File: config.mk
export PLATFORM = sky130hd
export DESIGN_NAME = xlate_cache
export DESIGN_NICKNAME = d
export VERILOG_FILES = /design/src/rtl/xc_pkg.sv /design/src/rtl/xc_array.sv /design/src/rtl/xc_ctrl.sv /design/src/rtl/xlate_cache.sv
export SDC_FILE = /design/constraint.sdc
export NUM_CORES = 1
export LEC_CHECK = 0
export BUFFER_PORTS_ARGS = -buffer_cell sky130_fd_sc_hd__buf_4
export CAP_MARGIN = 20
export CELL_PAD_IN_SITES_DETAIL_PLACEMENT = 0
export CELL_PAD_IN_SITES_GLOBAL_PLACEMENT = 1
export CORE_ASPECT_RATIO = 1.75
export CORE_MARGIN = 3
export CORE_UTILIZATION = 36
export CTS_BUF_LIST = sky130_fd_sc_hd__clkbuf_4 sky130_fd_sc_hd__clkbuf_8
export CTS_CLUSTER_SIZE = 14
export DETAILED_ROUTE_END_ITERATION = 7
export PLACE_DENSITY_LB_ADDON = 0.1
export SLEW_MARGIN = 40
export SYNTH_ARGS = -nofsm -noshare
export SYNTH_HDL_FRONTEND = slang
export SYNTH_SLANG_ARGS = --single-unit
export TNS_END_PERCENT = 20
File: constraint.sdc
create_clock -name clk -period 5.1 [get_ports clk]
set_input_delay 0.51 -clock clk [delete_from_list [all_inputs] [get_ports clk]]
set_output_delay 0.51 -clock clk [all_outputs]
set_load 0.02 [all_outputs]
File: src/rtl/xc_pkg.sv
package xc_pkg;

  typedef enum logic [1:0] {
    ACC_READ  = 2'b00,
    ACC_WRITE = 2'b01,
    ACC_EXEC  = 2'b10,
    ACC_NONE  = 2'b11
  } accKind_e;

  typedef struct packed {
    logic present;
    logic canRead;
    logic canWrite;
    logic canExec;
  } perm_t;

  typedef struct packed {
    logic clearAll;
    logic writeEn;
  } strobe_t;

endpackage

File: src/rtl/xc_array.sv
module xc_array
  import xc_pkg::*;
#(
  parameter int ENTRIES  = 16,
  parameter int PAGE_W   = 20,
  parameter int FRAME_W  = 17,
  parameter int OFFSET_W = 12,
  localparam int IDX_W   = (ENTRIES > 1) ? $clog2(ENTRIES) : 1,
  localparam int PA_W    = FRAME_W + OFFSET_W
) (
  input  logic                clk,
  input  logic                rstN,
  input  strobe_t             strb,
  input  logic [IDX_W-1:0]    writeIdx,
  input  logic [PAGE_W-1:0]   fillPage,
  input  logic [FRAME_W-1:0]  fillFrame,
  input  perm_t               fillPerm,
  input  logic                lookupValid,
  input  logic [PAGE_W-1:0]   lookupPage,
  input  logic [OFFSET_W-1:0] lookupOffset,
  input  logic [1:0]          accessKind,
  output logic [ENTRIES-1:0]  validVec,
  output logic [ENTRIES-1:0]  fillMatch,
  output logic [PA_W-1:0]     physAddr,
  output logic                hit,
  output logic                missReq,
  output logic [PAGE_W-1:0]   missPage,
  output logic                fault
);

  logic [PAGE_W-1:0]  keyMem   [ENTRIES];
  logic [FRAME_W-1:0] frameMem [ENTRIES];
  perm_t              permMem  [ENTRIES];
  logic [ENTRIES-1:0] lookMatch;

  always_ff @(posedge clk or negedge rstN) begin
    if (!rstN) begin
      validVec <= '0;
    end else if (strb.clearAll) begin
      validVec <= '0;
    end else if (strb.writeEn) begin
      validVec[writeIdx] <= 1'b1;
    end
  end

  always_ff @(posedge clk) begin
    if (strb.writeEn) begin
      keyMem[writeIdx]   <= fillPage;
      frameMem[writeIdx] <= fillFrame;
      permMem[writeIdx]  <= fillPerm;
    end
  end

  for (genvar e = 0; e < ENTRIES; e++) begin : g_cmp
    assign lookMatch[e] = validVec[e] && (keyMem[e] == lookupPage);
    assign fillMatch[e] = validVec[e] && (keyMem[e] == fillPage);
  end

  logic [IDX_W-1:0] selIdx;
  logic             anyMatch;

  always_comb begin
    selIdx   = '0;
    anyMatch = 1'b0;
    for (int e = ENTRIES - 1; e >= 0; e--) begin
      if (lookMatch[e]) begin
        selIdx   = IDX_W'(e);
        anyMatch = 1'b1;
      end
    end
  end

  perm_t selPerm;
  logic  allowed;

  always_comb begin
    selPerm = permMem[selIdx];
    unique case (accessKind)
      2'b00:   allowed = selPerm.canRead;
      2'b01:   allowed = selPerm.canWrite;
      2'b10:   allowed = selPerm.canExec;
      default: allowed = 1'b0;
    endcase
    allowed = allowed && selPerm.present;
  end

  always_comb begin
    hit      = lookupValid && anyMatch && allowed;
    fault    = lookupValid && anyMatch && !allowed;
    missReq  = lookupValid && !anyMatch;
    missPage = missReq ? lookupPage : '0;
    physAddr = hit ? {frameMem[selIdx], lookupOffset} : '0;
  end

  AST_ONE_OUTCOME: assert property (@(posedge clk) disable iff (!rstN)
    $onehot0({hit, missReq, fault}));
  AST_HIT_OFFSET: assert property (@(posedge clk) disable iff (!rstN)
    hit |-> physAddr[OFFSET_W-1:0] == lookupOffset);
  AST_MISS_PAGE: assert property (@(posedge clk) disable iff (!rstN)
    missReq |-> (missPage == lookupPage) && (physAddr == '0));
  AST_IDLE_QUIET: assert property (@(posedge clk) disable iff (!rstN)
    !lookupValid |-> !hit && !missReq && !fault && (physAddr == '0));
  AST_FLUSH_EMPTY: assert property (@(posedge clk) disable iff (!rstN)
    strb.clearAll |=> validVec == '0);
  AST_FILL_INSTALLS: assert property (@(posedge clk) disable iff (!rstN)
    strb.writeEn |=> validVec[$past(writeIdx)] && (keyMem[$past(writeIdx)] == $past(fillPage)));
  AST_NO_DUP_KEYS: assert property (@(posedge clk) disable iff (!rstN)
    $onehot0(lookMatch));

endmodule

File: src/rtl/xc_ctrl.sv
module xc_ctrl
  import xc_pkg::*;
#(
  parameter int ENTRIES = 16,
  localparam int IDX_W  = (ENTRIES > 1) ? $clog2(ENTRIES) : 1
) (
  input  logic               clk,
  input  logic               rstN,
  input  logic               fillValid,
  input  logic               flush,
  input  logic [ENTRIES-1:0] validVec,
  input  logic [ENTRIES-1:0] fillMatch,
  output strobe_t            strb,
  output logic [IDX_W-1:0]   writeIdx
);

  logic [IDX_W-1:0] rrPtr;
  logic [IDX_W-1:0] matchIdx;
  logic [IDX_W-1:0] emptyIdx;
  logic             hasMatch;
  logic             hasEmpty;

  always_comb begin
    matchIdx = '0;
    emptyIdx = '0;
    hasMatch = 1'b0;
    hasEmpty = 1'b0;
    for (int e = ENTRIES - 1; e >= 0; e--) begin
      if (fillMatch[e]) begin
        matchIdx = IDX_W'(e);
        hasMatch = 1'b1;
      end
      if (!validVec[e]) begin
        emptyIdx = IDX_W'(e);
        hasEmpty = 1'b1;
      end
    end
  end

  always_comb begin
    strb.clearAll = flush;
    strb.writeEn  = fillValid && !flush;
    if (hasMatch)      writeIdx = matchIdx;
    else if (hasEmpty) writeIdx = emptyIdx;
    else               writeIdx = rrPtr;
  end

  always_ff @(posedge clk or negedge rstN) begin
    if (!rstN) begin
      rrPtr <= '0;
    end else if (strb.writeEn) begin
      rrPtr <= (rrPtr == IDX_W'(ENTRIES - 1)) ? '0 : rrPtr + 1'b1;
    end
  end

  AST_FILL_REUSES_KEY: assert property (@(posedge clk) disable iff (!rstN)
    (strb.writeEn && (|fillMatch)) |-> fillMatch[writeIdx]);
  AST_EMPTY_FIRST: assert property (@(posedge clk) disable iff (!rstN)
    (strb.writeEn && !(|fillMatch) && !(&validVec)) |-> !validVec[writeIdx]);
  AST_PTR_HOLDS: assert property (@(posedge clk) disable iff (!rstN)
    flush |=> $stable(rrPtr));

endmodule

File: src/rtl/xlate_cache.sv
module xlate_cache
  import xc_pkg::*;
#(
  parameter int ENTRIES  = 16,
  parameter int PAGE_W   = 20,
  parameter int FRAME_W  = 17,
  parameter int OFFSET_W = 12,
  localparam int IDX_W   = (ENTRIES > 1) ? $clog2(ENTRIES) : 1,
  localparam int PA_W    = FRAME_W + OFFSET_W
) (
  input  logic                clk,
  input  logic                rstN,
  input  logic                lookupValid,
  input  logic [PAGE_W-1:0]   lookupPage,
  input  logic [OFFSET_W-1:0] lookupOffset,
  input  logic [1:0]          accessKind,
  input  logic                fillValid,
  input  logic [PAGE_W-1:0]   fillPage,
  input  logic [FRAME_W-1:0]  fillFrame,
  input  logic                fillPresent,
  input  logic                fillRead,
  input  logic                fillWrite,
  input  logic                fillExec,
  input  logic                flush,
  output logic [PA_W-1:0]     physAddr,
  output logic                hit,
  output logic                missReq,
  output logic [PAGE_W-1:0]   missPage,
  output logic                fault
);

  strobe_t            strb;
  logic [IDX_W-1:0]   writeIdx;
  logic [ENTRIES-1:0] validVec;
  logic [ENTRIES-1:0] fillMatch;
  perm_t              fillPerm;

  assign fillPerm = '{present: fillPresent, canRead: fillRead,
                      canWrite: fillWrite, canExec: fillExec};

  xc_ctrl #(.ENTRIES(ENTRIES)) u_ctrl (
    .clk       (clk),
    .rstN      (rstN),
    .fillValid (fillValid),
    .flush     (flush),
    .validVec  (validVec),
    .fillMatch (fillMatch),
    .strb      (strb),
    .writeIdx  (writeIdx)
  );

  xc_array #(
    .ENTRIES  (ENTRIES),
    .PAGE_W   (PAGE_W),
    .FRAME_W  (FRAME_W),
    .OFFSET_W (OFFSET_W)
  ) u_array (
    .clk          (clk),
    .rstN         (rstN),
    .strb         (strb),
    .writeIdx     (writeIdx),
    .fillPage     (fillPage),
    .fillFrame    (fillFrame),
    .fillPerm     (fillPerm),
    .lookupValid  (lookupValid),
    .lookupPage   (lookupPage),
    .lookupOffset (lookupOffset),
    .accessKind   (accessKind),
    .validVec     (validVec),
    .fillMatch    (fillMatch),
    .physAddr     (physAddr),
    .hit          (hit),
    .missReq      (missReq),
    .missPage     (missPage),
    .fault        (fault)
  );

endmodule

==> run_results.csv <==
group,metric,value,unit
run_status,outcome,"finished with violations",
run_status,failed_checks,"setup timing",
critical_path,critical_path_required,4.59,ns
pwr,ir_drop,0.0002277,V
synthesis,synth_top_family_by_area,"XOR/XNOR gates",
synthesis,syn-cell-area,34370,um^2
pwr,combPwrFrac,9.8,%
cells_and_area,fin_area,43200,um^2
critical_path,cpMostUsedCell,"buf_4",
detailed_routing,drc,0,
synthesis,synth_edf_count,656,
synthesis,synth_fa_ha_area_share,0.03640,%
global_routing,grt_usage,29.23,%
place,hpwlAfterDp,107900,um
detailed_routing,ant_nets,0,
floorplan,ios,132,
cts,clockBufferDepth,3,
critical_path,path_max_fanout,8,
timing,fin_setup_tns,-5.877,ns
place,gp_congestion,0.9663,
critical_path,cpPeakStageDelay,0.57,ns
cells_and_area,finalNetCount,3097,
pwr,sequentialPowerShare,49.3,%
cts,htreeDepth,3,
synthesis,synth-xor-area-share,16.39,%
synthesis,syn_area_per_cell,13.65,um^2
synthesis,synth_cell_types,85,
timing,slew_violations,0,
cells_and_area,drive_above_1_share,29.07,%
synthesis,ys_warn_count,0,
critical_path,critPathSlowestCell,"or4b_4",
timing,finalWorstSetupSlack,-0.2131,ns
floorplan,die_w,239.6,um
detailed_routing,post_drt_wl_per_cell,33.78,um
synthesis,synth_commonest_cells,"656 x edfxtp_1, 410 x xnor2_1, 233 x xor2_1, 169 x nand4_1, 131 x nand2_1",
floorplan,row_count,149,
place,place_ws,-0.2258,ns
synthesis,yosysSeqAreaShare,58.77,%
cells_and_area,area_growth,25.70,%
synthesis,ys.flop_type,"edfxtp_1",
cts,clk_pin_slew_worst_paths,0.07,ns
cts,insertion_delay,0.82,ns
detailed_routing,routed_wl,145800,um
synthesis,synth_nets,2599,
timing,period_share,104.2,%
cts,numCtsBuffers,106,
floorplan,start_util,36.36,%
job,cap_violations,0,
cts,cts_tree,"built",
timing,hold_violations,0,
timing,skew,0.05692,ns
critical_path,reg2reg_slack,0.24,ns
synthesis,synth-simple-area-share,13.52,%
detailed_routing,drt_iter0_drc,1891,
pwr,power.density,290.6,nW/um^2
global_routing,grt_first_pass_wirelength,201800,um
critical_path,critPathArrivalTime,4.80,ns
synthesis,synth_area_leader_cell,"edfxtp_1",
synthesis,syn_inst,2518,
global_routing,grt_overflow,0,
cts,cts_root_buf,"clkbuf_8",
critical_path,critical_path_class,"reg -> out",
synthesis,synth_compound_area_share,2.683,%
floorplan,fp.coreArea,94520,um^2
floorplan,fp.dieArea,99360,um^2
pwr,power_switching,3232,uW
global_routing,grt_pass1_vias,26420,
timing,min_period,5.313,ns
synthesis,synth_seq_cells,676,
pwr,cellLeakagePower,0.01457,uW
critical_path,crit_path_cell_trace,"xor2_1 -> or4b_4 -> nor4_4 -> buf_4 -> nor4_2 -> a2111oi_4 -> o311a_4 -> buf_6 -> mux2i_1 -> a22oi_1 -> o21ai_2 -> mux2_4 -> buf_12 -> nor3b_2 -> buf_4",
global_routing,grt_start_max_net_pins,46,
place,placed_area,39880,um^2
critical_path,end_kind,"output pin",
critical_path,start_kind,"register",
pwr,p_clk_share,40.9,%
detailed_routing,dr.pass1.iters,5,
floorplan,die_h,414.8,um
worst_hold_path,min_path_type,"in -> reg",
timing,fmax,188.2,MHz
detailed_routing,via_per_inst,5.722,
synthesis,muxShareOfSynthArea,6.309,%
timing,setup_viol,31,
timing,relSlewSlack,50.49,%
place,port_buffers,131,
global_routing,grt_antenna_before_repair,2,
detailed_routing,dr_total_vias,24700,
synthesis,synth.area.top_cells,"edfxtp_1 57%, xnor2_1 10%, xor2_1 5.9%, mux4_2 4.5%, nand4_1 3.1%",
timing,rsz0062_at_grt,"true",
synthesis,synthArstFlopShare,2.959,%
synthesis,synth_top_area_share,57.31,%
cells_and_area,utilization,45.71,%
pwr,switching_share,25.74,%
cts,cts.sinks,676,
synthesis,yosysMostFrequentCell,"edfxtp_1",
timing,tightest_slew,0.7358,ns
pwr,p_int,9323,uW
[final cells by class]
cell class,instances,area [um^2]
inverters,24,90.09
fillers,8525,51320
repair buffers,523,4981
multi-input cells,1685,14090
well taps,1208,1511
flip-flops and latches,676,20200
diodes,2,5.005
clock buffers,128,1637
clock inverters,70,688.2
[registers in the layout (all words and copies together), names as in the netlist]
name              cells
u_array.validVec     16
u_array.permMem      64
u_array.frameMem    272
u_array.keyMem      320
u_ctrl.rrPtr          4
[final timing paths]
path | endpoint | from | cells after the start
setup / recovery | hit | u_array.keyMem[6][2] | 15
hold / removal | u_array.permMem[12][0] | fillExec | 1
setup reg to reg | u_array.permMem[2][0] | u_array.keyMem[14][8] | 17
hold reg to reg | u_ctrl.rrPtr[3] | u_ctrl.rrPtr[3] | 1
max in group asynchronous | u_array.validVec[3] | rstN | 2
min in group asynchronous | u_array.validVec[12] | rstN | 2
[layout by cell type (no fill, tap or decap), types with 27 or more instances in the layout]
| master | count |
|---|---|
| xor2_1 | 229 |
| nand2_1 | 131 |
| nand4_1 | 169 |
| xnor2_1 | 383 |
| xnor2_2 | 27 |
| clkbuf_8 | 108 |
| nor2_1 | 49 |
| buf_12 | 76 |
| mux4_2 | 68 |
| mux2i_1 | 60 |
| clkinv_1 | 31 |
| nand3_1 | 87 |
| buf_4 | 416 |
| nor4_1 | 104 |
| edfxtp_1 | 656 |
[repair_timing]
| action | CTS | global route |
|---|---|---|
| cloned | 2 | 2 |
| setup endpoints to repair | 31 | 31 |
| pin swaps | 28 | 17 |
| hold buffers | 21 | 0 |
| buffers inserted | 11 | 11 |
| hold endpoints to repair | 325 | 0 |
| resized for setup | 40 | 44 |
[cell families (layout without fill, tap and decap cells)]
group           Yosys count  in the layout
simple gates            783            783
flops                   676            676
xor+xnor                643            643
buf+inv                 159            745
mux                     131            133
compound gates          125            125
fa+ha+maj                 1              1
other cells               0              2
[critical path, delay by kind of cell (launching register included)]
kind	cells	cell delay (ns)
AO/OA/AOI/OAI	4	1.13
AND/OR/NAND/NOR	4	1.11
multiplexers	2	0.40
XOR/XNOR	1	0.22
buffers and inverters	4	0.67
flip-flops	1	0.47
[through the flow]
step | std cells | power (uW) | hold slack, ns
after global placement | 4069 | 7481 | 0.4469
after global routing | 4315 | 12960 | 0.04612
after floorplan | 2518 | 6844 | 0.2144
final | 4316 | 12560 | 0.07321
after detailed placement | 4069 | 7484 | 0.4466
after CTS | 4301 | 12680 | 0.002550
[power by group through the flow]
stage	combinational, uW	sequential [uW]	clock, uW
floorplan	550	6290	0
global placement	1180	6300	0
detailed placement	1180	6310	0
CTS	1210	6190	5280
global route	1290	6190	5480
finish	1240	6190	5130
[layer usage]
metal | wire length (um) | global-route usage [%]
met4 | 14000 | 23.18
met3 | 5821 | 3.801
met5 | 0 | 0
met2 | 76820 | 53.41
met1 | 49170 | 29.50
No activity file was read; power rests on OpenSTA's default activity.
